===== src/rtl/wp_pkg.sv =====
package wp_pkg;
  localparam int DIS_STEPS = 6;
  localparam int ENABLE_AT = 2;
  localparam int STEP_W    = $clog2(DIS_STEPS);
  typedef logic [STEP_W-1:0] step_t;
  typedef enum logic [1:0] {HIT_NONE, HIT_STEP, HIT_ENABLE} hit_e;
endpackage


===== src/rtl/wp_step_match.sv =====
module wp_step_match
  import wp_pkg::*;
#(
  parameter int ADDR_W = 13,
  parameter int DATA_W = 8,
  parameter logic [ADDR_W-1:0] ADDR_A  = 'h1555,
  parameter logic [ADDR_W-1:0] ADDR_B  = 'h0AAA,
  parameter logic [DATA_W-1:0] D_FIRST = 'hAA,
  parameter logic [DATA_W-1:0] D_SECOND= 'h55,
  parameter logic [DATA_W-1:0] D_EN    = 'hA0,
  parameter logic [DATA_W-1:0] D_ARM   = 'h80,
  parameter logic [DATA_W-1:0] D_CLR   = 'h20
) (
  input  step_t             step_i,
  input  logic [ADDR_W-1:0] addr_i,
  input  logic [DATA_W-1:0] data_i,
  output hit_e              hit_o
);
  logic [ADDR_W-1:0] exp_addr [DIS_STEPS];
  logic [DATA_W-1:0] exp_data [DIS_STEPS];

  // clearing path = two halves of three steps: first, second, then arm/clear
  for (genvar g = 0; g < DIS_STEPS; g++) begin : g_step
    localparam int PH = g % 3;
    assign exp_addr[g] = (PH == 1) ? ADDR_B : ADDR_A;
    assign exp_data[g] = (PH == 0) ? D_FIRST :
                         (PH == 1) ? D_SECOND :
                         (g == 2)  ? D_ARM : D_CLR;
  end

  always_comb begin
    hit_o = HIT_NONE;
    if (step_i == step_t'(ENABLE_AT) && addr_i == ADDR_A && data_i == D_EN) begin
      hit_o = HIT_ENABLE;
    end else begin
      for (int k = 0; k < DIS_STEPS; k++) begin
        if (step_i == step_t'(k) && addr_i == exp_addr[k] && data_i == exp_data[k])
          hit_o = HIT_STEP;
      end
    end
  end
endmodule


===== src/rtl/wp_seq_fsm.sv =====
module wp_seq_fsm
  import wp_pkg::*;
(
  input  logic  clk_i,
  input  logic  rst_ni,
  input  logic  wr_valid_i,
  input  logic  burst_end_i,
  input  logic  hold_i,
  input  hit_e  hit_i,
  output step_t step_o,
  output logic  protect_o,
  output logic  dummy_o,
  output logic  unlock_set_o
);
  localparam step_t LAST = step_t'(DIS_STEPS - 1);

  step_t step_q;
  logic  prot_q, dummy_q;
  logic  take;

  assign take         = wr_valid_i && !hold_i && !burst_end_i;
  assign unlock_set_o = take && (hit_i == HIT_ENABLE);

  always_ff @(posedge clk_i or negedge rst_ni) begin
    if (!rst_ni) begin
      step_q  <= '0;
      prot_q  <= 1'b0;
      dummy_q <= 1'b0;
    end else begin
      dummy_q <= 1'b0;
      if (burst_end_i) begin
        step_q <= '0;
      end else if (take) begin
        unique case (hit_i)
          HIT_ENABLE: begin
            prot_q <= 1'b1;
            step_q <= '0;
          end
          HIT_STEP: begin
            if (step_q == LAST) begin
              prot_q  <= 1'b0;
              dummy_q <= 1'b1;
              step_q  <= '0;
            end else begin
              step_q <= step_q + step_t'(1);
            end
          end
          default: step_q <= '0;
        endcase
      end
    end
  end

  assign step_o    = step_q;
  assign protect_o = prot_q;
  assign dummy_o   = dummy_q;

  assert_step_range_R6: assert property (@(posedge clk_i) disable iff (!rst_ni)
    step_q <= LAST);
  assert_burst_abort_R9: assert property (@(posedge clk_i) disable iff (!rst_ni)
    burst_end_i |=> step_q == '0);
  assert_frozen_R10: assert property (@(posedge clk_i) disable iff (!rst_ni)
    (hold_i && !burst_end_i) |=> $stable(step_q) && $stable(prot_q));
endmodule


===== src/rtl/wp_page_gate.sv =====
module wp_page_gate #(
  parameter int ROW_W = 7
) (
  input  logic             clk_i,
  input  logic             rst_ni,
  input  logic             wr_valid_i,
  input  logic [ROW_W-1:0] row_i,
  input  logic             protect_i,
  input  logic             unlock_set_i,
  input  logic             burst_end_i,
  output logic             unlocked_o,
  output logic             allow_o
);
  logic             unlocked_q, row_vld_q;
  logic [ROW_W-1:0] row_q;
  logic             row_ok;

  assign row_ok  = !row_vld_q || (row_q == row_i);
  assign allow_o = wr_valid_i && (!protect_i || (unlocked_q && row_ok));

  always_ff @(posedge clk_i or negedge rst_ni) begin
    if (!rst_ni) begin
      unlocked_q <= 1'b0;
      row_vld_q  <= 1'b0;
      row_q      <= '0;
    end else if (burst_end_i) begin
      unlocked_q <= 1'b0;
      row_vld_q  <= 1'b0;
    end else if (unlock_set_i) begin
      unlocked_q <= 1'b1;
      row_vld_q  <= 1'b0;
    end else if (wr_valid_i && unlocked_q && !row_vld_q) begin
      row_q     <= row_i;
      row_vld_q <= 1'b1;
    end
  end

  assign unlocked_o = unlocked_q;

  assert_locked_block_R3: assert property (@(posedge clk_i) disable iff (!rst_ni)
    (protect_i && !unlocked_q) |-> !allow_o);
  assert_unlock_drop_R5: assert property (@(posedge clk_i) disable iff (!rst_ni)
    burst_end_i |=> !unlocked_q);
  assert_row_hold_R4: assert property (@(posedge clk_i) disable iff (!rst_ni)
    (row_vld_q && !burst_end_i && !unlock_set_i) |=> $stable(row_q));
endmodule


===== src/rtl/wp_unlock_seq.sv =====
module wp_unlock_seq
  import wp_pkg::*;
#(
  parameter int ADDR_W = 13,
  parameter int DATA_W = 8,
  parameter int PAGE_W = 6,
  parameter logic [ADDR_W-1:0] ADDR_A = 'h1555,
  parameter logic [ADDR_W-1:0] ADDR_B = 'h0AAA,
  parameter logic [DATA_W-1:0] D_EN   = 'hA0
) (
  input  logic              clk_i,
  input  logic              rst_ni,
  input  logic              wr_valid_i,
  input  logic [ADDR_W-1:0] wr_addr_i,
  input  logic [DATA_W-1:0] wr_data_i,
  input  logic              burst_end_i,
  output logic              wr_allow_o,
  output logic              protect_o,
  output logic              dummy_cycle_o
);
  localparam int ROW_W = ADDR_W - PAGE_W;

  step_t step;
  hit_e  hit;
  logic  unlocked, unlock_set;

  wp_step_match #(
    .ADDR_W(ADDR_W), .DATA_W(DATA_W),
    .ADDR_A(ADDR_A), .ADDR_B(ADDR_B), .D_EN(D_EN)
  ) u_match (
    .step_i(step), .addr_i(wr_addr_i), .data_i(wr_data_i), .hit_o(hit)
  );

  wp_seq_fsm u_fsm (
    .clk_i(clk_i), .rst_ni(rst_ni), .wr_valid_i(wr_valid_i),
    .burst_end_i(burst_end_i), .hold_i(unlocked), .hit_i(hit),
    .step_o(step), .protect_o(protect_o), .dummy_o(dummy_cycle_o),
    .unlock_set_o(unlock_set)
  );

  wp_page_gate #(.ROW_W(ROW_W)) u_gate (
    .clk_i(clk_i), .rst_ni(rst_ni), .wr_valid_i(wr_valid_i),
    .row_i(wr_addr_i[ADDR_W-1:PAGE_W]), .protect_i(protect_o),
    .unlock_set_i(unlock_set), .burst_end_i(burst_end_i),
    .unlocked_o(unlocked), .allow_o(wr_allow_o)
  );

  assert_allow_needs_write_R1: assert property (@(posedge clk_i) disable iff (!rst_ni)
    wr_allow_o |-> wr_valid_i);
  assert_enable_cause_R2: assert property (@(posedge clk_i) disable iff (!rst_ni)
    $rose(protect_o) |-> $past(wr_valid_i && wr_addr_i == ADDR_A && wr_data_i == D_EN));
  assert_dummy_on_clear_R7: assert property (@(posedge clk_i) disable iff (!rst_ni)
    $fell(protect_o) |-> dummy_cycle_o);
  assert_dummy_single_R7: assert property (@(posedge clk_i) disable iff (!rst_ni)
    dummy_cycle_o |=> !dummy_cycle_o);
endmodule


===== config.mk =====
export PLATFORM = sky130hd
export DESIGN_NAME = wp_unlock_seq
export DESIGN_NICKNAME = d
export VERILOG_FILES = /design/src/rtl/wp_pkg.sv /design/src/rtl/wp_step_match.sv /design/src/rtl/wp_seq_fsm.sv /design/src/rtl/wp_page_gate.sv /design/src/rtl/wp_unlock_seq.sv
export SDC_FILE = /design/constraint.sdc
export NUM_CORES = 1
export LEC_CHECK = 0
export ABC_AREA = 1
export BUFFER_PORTS_ARGS = -buffer_cell sky130_fd_sc_hd__clkbuf_2
export CAP_MARGIN = 20
export CORE_MARGIN = 10
export CORE_UTILIZATION = 51
export DETAILED_ROUTE_END_ITERATION = 16
export PLACE_DENSITY = 0.78
export SLEW_MARGIN = 20
export SYNTH_ARGS = -nofsm -noshare
export SYNTH_HDL_FRONTEND = slang
export SYNTH_SLANG_ARGS = --single-unit

===== constraint.sdc =====
create_clock -name clk_i -period 1.4 [get_ports clk_i]
set_input_delay 0.21 -clock clk_i [delete_from_list [all_inputs] [get_ports clk_i]]
set_output_delay 0.21 -clock clk_i [all_outputs]
set_load 0.02 [all_outputs]

==> results of run 1 <==
[sequential cells by signal (all words and copies together) (netlist names)]
name / cells
u_fsm.step_o: 3
u_fsm.dummy_o: 1
u_fsm.protect_o: 1
u_gate.unlocked_o: 1
u_gate.row_vld_q: 1
u_gate.row_q: 7
[metal layers]
metal | up-vias | routed length [um] | global-route usage
met5 | - | 0 | 0
met4 | 0 | 55 | 0.0802
met3 | 4 | 85 | 0.0206
met2 | 23 | 1410 | 0.203
met1 | 498 | 1150 | 0.135
li1 | 584 | - | -
[cells in the final DEF (no fill, tap or decap), types with 2 or more instances in the layout]
master and instances:
a21oi_1 3, xor2_1 3, nand3_2 4, o21ai_0 8, clkbuf_2 26, xnor2_2 2
inv_1 21, nand3_1 12, nor3_2 2, dfrtp_1 12, nor2_2 4, nand2_2 6
nor2_1 12, dfrtp_2 2, clkbuf_8 2, nand4_1 5, buf_4 5, clkbuf_4 3
or2_4 2, nand2_1 45, nor3_1 5, inv_2 6
[how the worst max path moves through the flow]
| stage | from | end | slack, ns | cells past startpoint |
|---|---|---|---|---|
| after floorplan | u_gate.row_q[4] | wr_allow_o | 0.17 | 7 |
| after global placement | u_fsm.step_o[0] | u_fsm.protect_o | 0.08 | 12 |
| after detailed placement | u_gate.row_q[4] | wr_allow_o | 0.05 | 8 |
| after CTS | u_gate.row_q[1] | wr_allow_o | -0.25 | 8 |
| after global routing | u_gate.row_q[5] | wr_allow_o | -0.34 | 8 |
| final | u_gate.row_q[1] | wr_allow_o | -0.22 | 8 |
[kinds of logic after synthesis]
group / count (synthesis)
xor+xnor: 5
flops: 14
buf+inv: 28
fa+ha+maj: 1
simple gates: 101
compound gates: 12
[Yosys cell counts]
master and count:
xor2_1 3, inv_2 5, nor4_1 1, nor3_1 6, or2_0 1, nor2_2 2
nand4_1 5, nor2_1 14, nand2_2 2, a21oi_1 3, dfrtp_1 14, clkbuf_1 1
or2_2 2, a21boi_1 1, nand3_1 16, inv_1 22, ha_1 1, nor3_2 1
o21ai_0 8, nand2_1 49, or2_1 1, nand3b_1 1, xnor2_1 2
[metrics by stage]
stage	std cells	total power, mW
global placement	215	0.556
detailed placement	215	0.561
finish	225	0.866
global route	225	0.915
CTS	222	0.853
floorplan	161	0.490
[power groups by stage]
stage / registers [mW] / logic, mW / clock network [mW]
finish: 0.421 / 0.161 / 0.284
global route: 0.422 / 0.179 / 0.314
CTS: 0.420 / 0.142 / 0.291
detailed placement: 0.428 / 0.133 / 0
global placement: 0.427 / 0.129 / 0
floorplan: 0.427 / 0.0629 / 0
[critical path, stage by stage (launching register included)]
cell      delay, ns
dfrtp_1        0.41
or2_4          0.26
nand3_2        0.07
nor3_2         0.04
nand2_1        0.06
nand2_1        0.04
nand2_1        0.06
nand2_1        0.05
clkbuf_8       0.14
[what timing repair did]
| action | 4_1_cts | 5_1_grt |
|---|---|---|
| hold buffers | 1 | 0 |
| gates resized for setup | 2 | 20 |
| buffers inserted | 2 | 3 |
| endpoints found under the hold margin | 14 | 0 |
| pin swaps | 0 | 8 |
| setup endpoints to repair | 1 | 6 |
[final cells by class]
cell class                      instances  area [um^2]
Fill cell                             177          582
Multi-Input combinational cell        119          633
Timing Repair Buffer                   34          203
Tap cell                               27         33.8
Clock buffer                            4         36.3
Inverter                               27          101
Sequential cell                        14          353
==> flow_metrics.env, run 1 <==
export IMPL_die_y_um=64.9
export IMPL_rows=16
export IMPL_diodes=0
export IMPL_internal_power_mw=0.645
export IMPL_ioPinCount=28
export IMPL_worst_pin_slew_ns=0.339
export IMPL_start_kind="register"
export IMPL_synth_simple_area_share=0.440
export IMPL_grt_max_degree=15
export IMPL_hp_class="input pin to register"
export IMPL_setup_tns_ns=-0.219
export IMPL_cts_sinks=14
export IMPL_status="complete, but fails checks"
export IMPL_htree_levels=1
export IMPL_hold_viol_final=0
export IMPL_min_to="u_gate.unlocked_o"
export IMPL_drc=0
export IMPL_drv_slew=0
export IMPL_grt_pass1_vias=1003
export IMPL_reg2reg_from="u_fsm.step_o[2]"
export IMPL_yosys_register_bits=14
export IMPL_yosysTopAreaCellShare=0.341
export IMPL_min_from="burst_end_i"
export IMPL_syn_num_nets=187
export IMPL_r2r_cells=11
export IMPL_fin_crit_ns=1.62
export IMPL_coreArea_um2=1940
export IMPL_rr_endpoint="u_fsm.protect_o"
export IMPL_violations="negative setup slack"
export IMPL_synth_top_area_cell="dfrtp_1"
export IMPL_maxCapViolCount=0
export IMPL_power_switching_mw=0.221
export IMPL_p_sw_frac=0.255
export IMPL_crit_type="register to primary output"
export IMPL_syn_inst=161
export IMPL_yosysSeqAreaShare=0.341
export IMPL_skew_ns=0.00597
export IMPL_whs_ns=0.175
export IMPL_ys_types=23
export IMPL_hold_depth=2
export IMPL_synthMuxAreaShare=0
export IMPL_vdd_drop_max_v=0.000308
export IMPL_combinationalPowerShare=0.185
export IMPL_grt_pass1_wl_um=4120
export IMPL_clk_pin_slew_ns=0.08
export IMPL_port_buffers=27
export IMPL_dieWidth_um=64.9
export IMPL_finalWorstSetupSlack_ns=-0.219
export IMPL_path_max_fanout=3
export IMPL_antenna_found_initial=0
export IMPL_critPathCaptureType="primary output"
export IMPL_dpl_instance_area_um2=1200
export IMPL_dieArea_um2=4210
export IMPL_setup_viol=1
export IMPL_antenna_left=0
export IMPL_synth_top_family_by_area="simple AND/OR/NAND/NOR gates"
export IMPL_period_share=1.16
export IMPL_ys_warn_count=0
export IMPL_p_seq_frac=0.486
export IMPL_rsz0062_at_grt="yes"
export IMPL_start_util=0.528
export IMPL_synth_compound_area_frac=0.0610
export IMPL_drt_iter0_drc=50
export IMPL_crit_required_ns=1.19
export IMPL_grt_use_total=0.120
export IMPL_fmax_mhz=618
export IMPL_firstDrtPassIters=4
export IMPL_r2r_slack_ns=0.04
export IMPL_synthXorXnorAreaFrac=0.0427
export IMPL_clockBufferDepth=2
export IMPL_finalNetCount=225
export IMPL_clkLatencyLatePin_ns=0.28
export IMPL_dp_hpwl_um=2070
export IMPL_power_frac_clock=0.328
export IMPL_post_drt_wl_per_cell_um=12.0
export IMPL_design_area_um2=1360
export IMPL_drt_wl_total_um=2710
export IMPL_p_per_area_nw_per_um2=637
export IMPL_final_util=0.700
export IMPL_arrival_ns=1.41
export IMPL_place_ws_ns=0.0534
export IMPL_synthesis_area_um2=1030
export IMPL_vias_per_cell=4.93
export IMPL_gp_congestion=0.883
export IMPL_avgSynthCellArea_um2=6.37
export IMPL_root_buffer="clkbuf_4"
export IMPL_drive_above_1_share=0.333
export IMPL_relSlewSlack=0.774
export IMPL_cts_tree="built"
export IMPL_yosys_top_cells_area="dfrtp_1 (34%), nand2_1 (18%), inv_1 (8.0%)"
export IMPL_vias=1109
export IMPL_p_leak_nw=0.730
export IMPL_synthAdderAreaFrac=0.0122
export IMPL_cts_buffers=3
export IMPL_grt_overflow=0
export IMPL_syn2layout_area_growth_pct=32.6
(Power assumes the default switching activity.)
==> run 2: changes to the inputs <==
SETUP_SLACK_MARGIN = 0.15   (was default)
==> run 2 against run 1 <==
Effect of this change: setup slack lost 0.0062 ns; the run still ends with negative setup slack left; power grew 1.4%; critical endpoint unchanged; non-clock buffer count grew 3; combinational power is essentially flat; maximum frequency shrank 0.38%; register-to-register slack lost 0.02 ns; core utilization grew 4.2 points; first-iteration DRC count grew 40%; global-route usage grew 0.52 points; routed wire length grew 14%; worst hold slack lost 0.021 ns; die area is the same.
==> flow_metrics.env, run 2 (synthesized netlist as in run 1, its figures left out) <==
export IMPL_clk_pin_slew_ns=0.09
export IMPL_grt_max_degree=15
export IMPL_die_y_um=64.9
export IMPL_setup_tns_ns=-0.226
export IMPL_cts_sinks=14
export IMPL_clockBufferDepth=2
export IMPL_drv_slew=0
export IMPL_largest_register_ffs=7
export IMPL_arrival_ns=1.42
export IMPL_cts_buffers=3
export IMPL_finalWorstSetupSlack_ns=-0.226
export IMPL_crit_chain="or2_4 > nand3_2 > nor3_2 > nand2_1 > nand2_1 > nand2_1 > nand2_1 > clkbuf_8"
export IMPL_design_area_um2=1440
export IMPL_drt_wl_total_um=3100
export IMPL_mostFrequentLayoutCells="nand2_1 (41), clkbuf_2 (26), inv_1 (18), nor2_1 (12), dfrtp_1 (11)"
export IMPL_firstDrtPassIters=4
export IMPL_vdd_drop_max_v=0.000316
export IMPL_drt_iter0_drc=70
export IMPL_critPathSlowestCell="dfrtp_1"
export IMPL_vias_per_cell=5.20
export IMPL_grt_use_total=0.125
export IMPL_drc=0
export IMPL_crit_type="register to primary output"
export IMPL_critPathMaxStageDelay_ns=0.42
export IMPL_worst_pin_slew_ns=0.338
export IMPL_setup_viol=1
export IMPL_p_leak_nw=0.751
export IMPL_crit_buf_inv=1
export IMPL_grt_pass1_wl_um=4290
export IMPL_cts_tree="built"
export IMPL_start_util=0.528
export IMPL_rsz0062_at_grt="yes"
export IMPL_clkLatencyLatePin_ns=0.28
export IMPL_p_per_area_nw_per_um2=609
export IMPL_grt_pass1_vias=1042
export IMPL_violations="negative setup slack"
export IMPL_critPathCaptureType="primary output"
export IMPL_multi_input_area_um2=687
export IMPL_finalNetCount=228
export IMPL_relSlewSlack=0.773
export IMPL_place_inst=215
export IMPL_rows=16
export IMPL_crit_required_ns=1.19
export IMPL_antenna_found_initial=0
export IMPL_path_max_fanout=3
export IMPL_ff_latch_area_um2=354
export IMPL_status="complete, but fails checks"
export IMPL_hp_class="input pin to register"
export IMPL_dpl_instance_area_um2=1200
export IMPL_whs_ns=0.154
export IMPL_final_util=0.742
export IMPL_coreArea_um2=1940
export IMPL_fin_crit_ns=1.63
export IMPL_dp_hpwl_um=2070
export IMPL_period_share=1.16
export IMPL_port_buffers=27
export IMPL_post_drt_wl_per_cell_um=13.6
export IMPL_gp_congestion=0.883
export IMPL_regMostFlops="u_gate.row_q"
export IMPL_htree_levels=1
export IMPL_drive_above_1_share=0.413
export IMPL_skew_ns=0.00268
export IMPL_maxCapViolCount=0
export IMPL_antenna_left=0
export IMPL_dieWidth_um=64.9
export IMPL_crit_family="simple AND/OR/NAND/NOR gates"
export IMPL_diodes=0
export IMPL_start_kind="register"
export IMPL_layout_commonest_cell="nand2_1"
export IMPL_place_ws_ns=0.0534
export IMPL_finalPower_mw=0.878
export IMPL_nFillCells=164
export IMPL_dieArea_um2=4210
export IMPL_vias=1186
export IMPL_syn2layout_area_growth_pct=40.5
export IMPL_fmax_mhz=615
export IMPL_hold_viol_final=0
export IMPL_ioPinCount=28
export IMPL_instances_no_fill=228
export IMPL_grt_overflow=0
export IMPL_root_buffer="clkbuf_4"
export IMPL_cpMostUsedCell="nand2_1"
## run 2: cell types whose count changed in the layout (fill, tap and decap cells not counted), moves of 2 or more
cell / previous run / this run
nand3_1: 12 / 7
nand2_1: 45 / 41
inv_2: 6 / 9
buf_4: 5 / 7
nand2_4: 0 / 2
nand3_2: 4 / 9
inv_1: 21 / 18
nand2_2: 6 / 8
## run 2: layout make-up
| cell class | instances | share of cell area |
|---|---|---|
| clock buffer | 4 | 0.0252 |
| inverter | 27 | 0.0703 |
| sequential | 14 | 0.246 |
| multi-input combinational | 119 | 0.477 |
| tap | 27 | 0.0234 |
| timing repair buffer | 37 | 0.159 |
## run 2: repair_timing
item	CTS	global route
pin swaps	9	16
endpoints found under the hold margin	14	0
hold buffers	1	0
buffers inserted	3	5
endpoints found under the setup margin	6	8
cloned	0	0
gates resized for setup	9	32
## run 2: per-layer routing
metal  GRT usage  vias to the layer above  part of all wire
met3      0.0206                        8             0.049
met2       0.216                       56              0.51
met5           0                        -                 0
met1       0.138                      532              0.41
met4      0.0856                        0             0.032
li1            -                      590                 -
## run 2: power breakdown
group          total, mW  switching (mW)  leakage, nW  internal, mW
combinational      0.162          0.0902        0.541        0.0722
sequential         0.421         0.00808        0.189         0.413
clock              0.294           0.136       0.0210         0.158
total              0.878           0.235        0.751         0.644
## run 2: worst paths after layout
check | start | end | slack [ns] | cells past startpoint
min reg2reg | u_gate.row_q[3] | u_gate.row_q[3] | 0.51 | 2
max in group asynchronous | rst_ni | u_fsm.step_o[0] | 0.76 | 2
min | burst_end_i | u_gate.unlocked_o | 0.15 | 2
max reg2reg | u_fsm.step_o[2] | u_fsm.protect_o | 0.02 | 11
max | u_gate.row_q[1] | wr_allow_o | -0.23 | 8
min in group asynchronous | rst_ni | u_gate.row_q[2] | 0.36 | 2
==> run 3: changes to the inputs <==
REMOVE_ABC_BUFFERS = 1   (was default)
==> run 3 against run 2 <==
Effect of this change: the run still ends with negative setup slack left; first-iteration DRC count decreased by 44%; clock power about the same; combinational power decreased by 9.9%; sequential power about the same; register-to-register slack got worse by 0.09 ns; largest power group unchanged; cell count decreased by 0.88%; core utilization decreased by 2.3 points.
==> flow_metrics.env, run 3 (synthesized netlist as in run 1, its figures left out) <==
export IMPL_status="complete, but fails checks"
export IMPL_violations="negative setup slack"
export IMPL_grt_use_total=0.135
export IMPL_die_y_um=64.9
export IMPL_crit_required_ns=1.19
export IMPL_instances_no_fill=226
export IMPL_crit_type="register to primary output"
export IMPL_layout_commonest_cell="nand2_1"
export IMPL_clkLatencyLatePin_ns=0.28
export IMPL_htree_levels=1
export IMPL_drive_above_1_share=0.362
export IMPL_largest_register_ffs=7
export IMPL_fin_crit_ns=1.65
export IMPL_antenna_found_initial=0
export IMPL_syn2layout_area_growth_pct=36.2
export IMPL_min_from="burst_end_i"
export IMPL_start_util=0.528
export IMPL_worst_pin_slew_ns=0.360
export IMPL_drv_slew=0
export IMPL_port_buffers=27
export IMPL_dpl_instance_area_um2=1200
export IMPL_regMostFlops="u_gate.row_q"
export IMPL_reg2reg_from="u_fsm.step_o[0]"
export IMPL_diodes=0
export IMPL_grt_overflow=0
export IMPL_fmax_mhz=608
export IMPL_maxCapViolCount=0
export IMPL_start_kind="register"
export IMPL_finalNetCount=226
export IMPL_cts_tree="built"
export IMPL_root_buffer="clkbuf_4"
export IMPL_drt_iter0_drc=39
export IMPL_clockBufferDepth=2
export IMPL_p_per_area_nw_per_um2=616
export IMPL_path_max_fanout=3
export IMPL_antenna_left=0
export IMPL_hold_viol_final=0
export IMPL_place_inst=215
export IMPL_arrival_ns=1.44
export IMPL_skew_ns=0.00758
export IMPL_final_util=0.720
export IMPL_whs_ns=0.160
export IMPL_rsz0062_at_grt="yes"
export IMPL_dp_hpwl_um=2100
export IMPL_p_leak_nw=0.755
export IMPL_gp_congestion=0.838
export IMPL_relSlewSlack=0.760
export IMPL_cts_buffers=3
export IMPL_grt_max_degree=15
export IMPL_drc=0
export IMPL_post_drt_wl_per_cell_um=12.3
export IMPL_rows=16
export IMPL_period_share=1.18
export IMPL_vdd_drop_max_v=0.000281
export IMPL_vias=1138
export IMPL_clk_pin_slew_ns=0.08
export IMPL_finalPower_mw=0.861
export IMPL_critPathCaptureType="primary output"
export IMPL_finalWorstSetupSlack_ns=-0.246
export IMPL_dieArea_um2=4210
export IMPL_setup_viol=4
export IMPL_firstDrtPassIters=4
export IMPL_cp_startpoint="u_gate.row_q[4]"
export IMPL_dieWidth_um=64.9
export IMPL_mostFrequentLayoutCells="nand2_1 (40), clkbuf_2 (26), inv_1 (20), nor2_1 (13), dfrtp_1 (13)"
export IMPL_hp_class="input pin to register"
export IMPL_vias_per_cell=5.04
export IMPL_grt_pass1_wl_um=4770
export IMPL_cts_sinks=14
export IMPL_design_area_um2=1400
export IMPL_drt_wl_total_um=2780
export IMPL_setup_tns_ns=-0.396
export IMPL_grt_pass1_vias=1154
export IMPL_ioPinCount=28
export IMPL_place_ws_ns=0.0217
export IMPL_coreArea_um2=1940
## run 3: cell count changes in the layout (fill, tap and decap cells not counted), moves of 2 or more
cell     before  now
buf_4         7    4
dfrtp_1      11   13
dfrtp_2       3    1
inv_1        18   20
inv_2         9    7
nand3_1       7   11
nand3_2       9    5
## run 3: layer usage
layer,vias to the layer above,track usage,part of all wire
met3,4,0.0103,0.021
met5,-,0,0
met4,0,0.0668,0.018
li1,588,-,-
met1,524,0.167,0.47
met2,22,0.230,0.49
## run 3: layout make-up
cell class / instances / area [um^2]
repair buffers: 35 / 218
fillers: 166 / 544
inverters: 27 / 101
multi-input cells: 119 / 657
clock buffers: 4 / 36.3
well taps: 27 / 33.8
flip-flops and latches: 14 / 352
## run 3: report_power, final
part,switching (mW),internal (mW),total [mW],leakage (nW)
clock,0.136,0.158,0.294,0.0210
combinational,0.0830,0.0634,0.146,0.542
sequential,0.00715,0.413,0.421,0.192
total,0.227,0.635,0.861,0.755
## run 3: worst paths after layout
kind                                     endpoint  slack (ns)  cells past startpoint
worst min-delay path            u_gate.unlocked_o        0.16                      2
worst max register to register    u_fsm.step_o[0]       -0.07                     12
min in group asynchronous         u_gate.row_q[3]        0.37                      2
max in group asynchronous         u_fsm.step_o[2]        0.74                      2
worst min register to register    u_gate.row_q[6]        0.51                      2
worst max-delay path                   wr_allow_o       -0.25                      8
## run 3: critical path, stage by stage (launching register included)
cell,delay (ns)
dfrtp_1,0.40
or2_2,0.30
nand3_1,0.08
nor2_1,0.04
nand2_1,0.06
nand2_1,0.04
nand2_1,0.05
nand2_1,0.05
clkbuf_8,0.14
## run 3: what timing repair did
item	CTS	global route
gates resized for setup	12	20
hold buffers	1	0
setup endpoints to repair	7	8
setup buffers	2	4
pin swaps	8	11
hold endpoints to repair	14	0
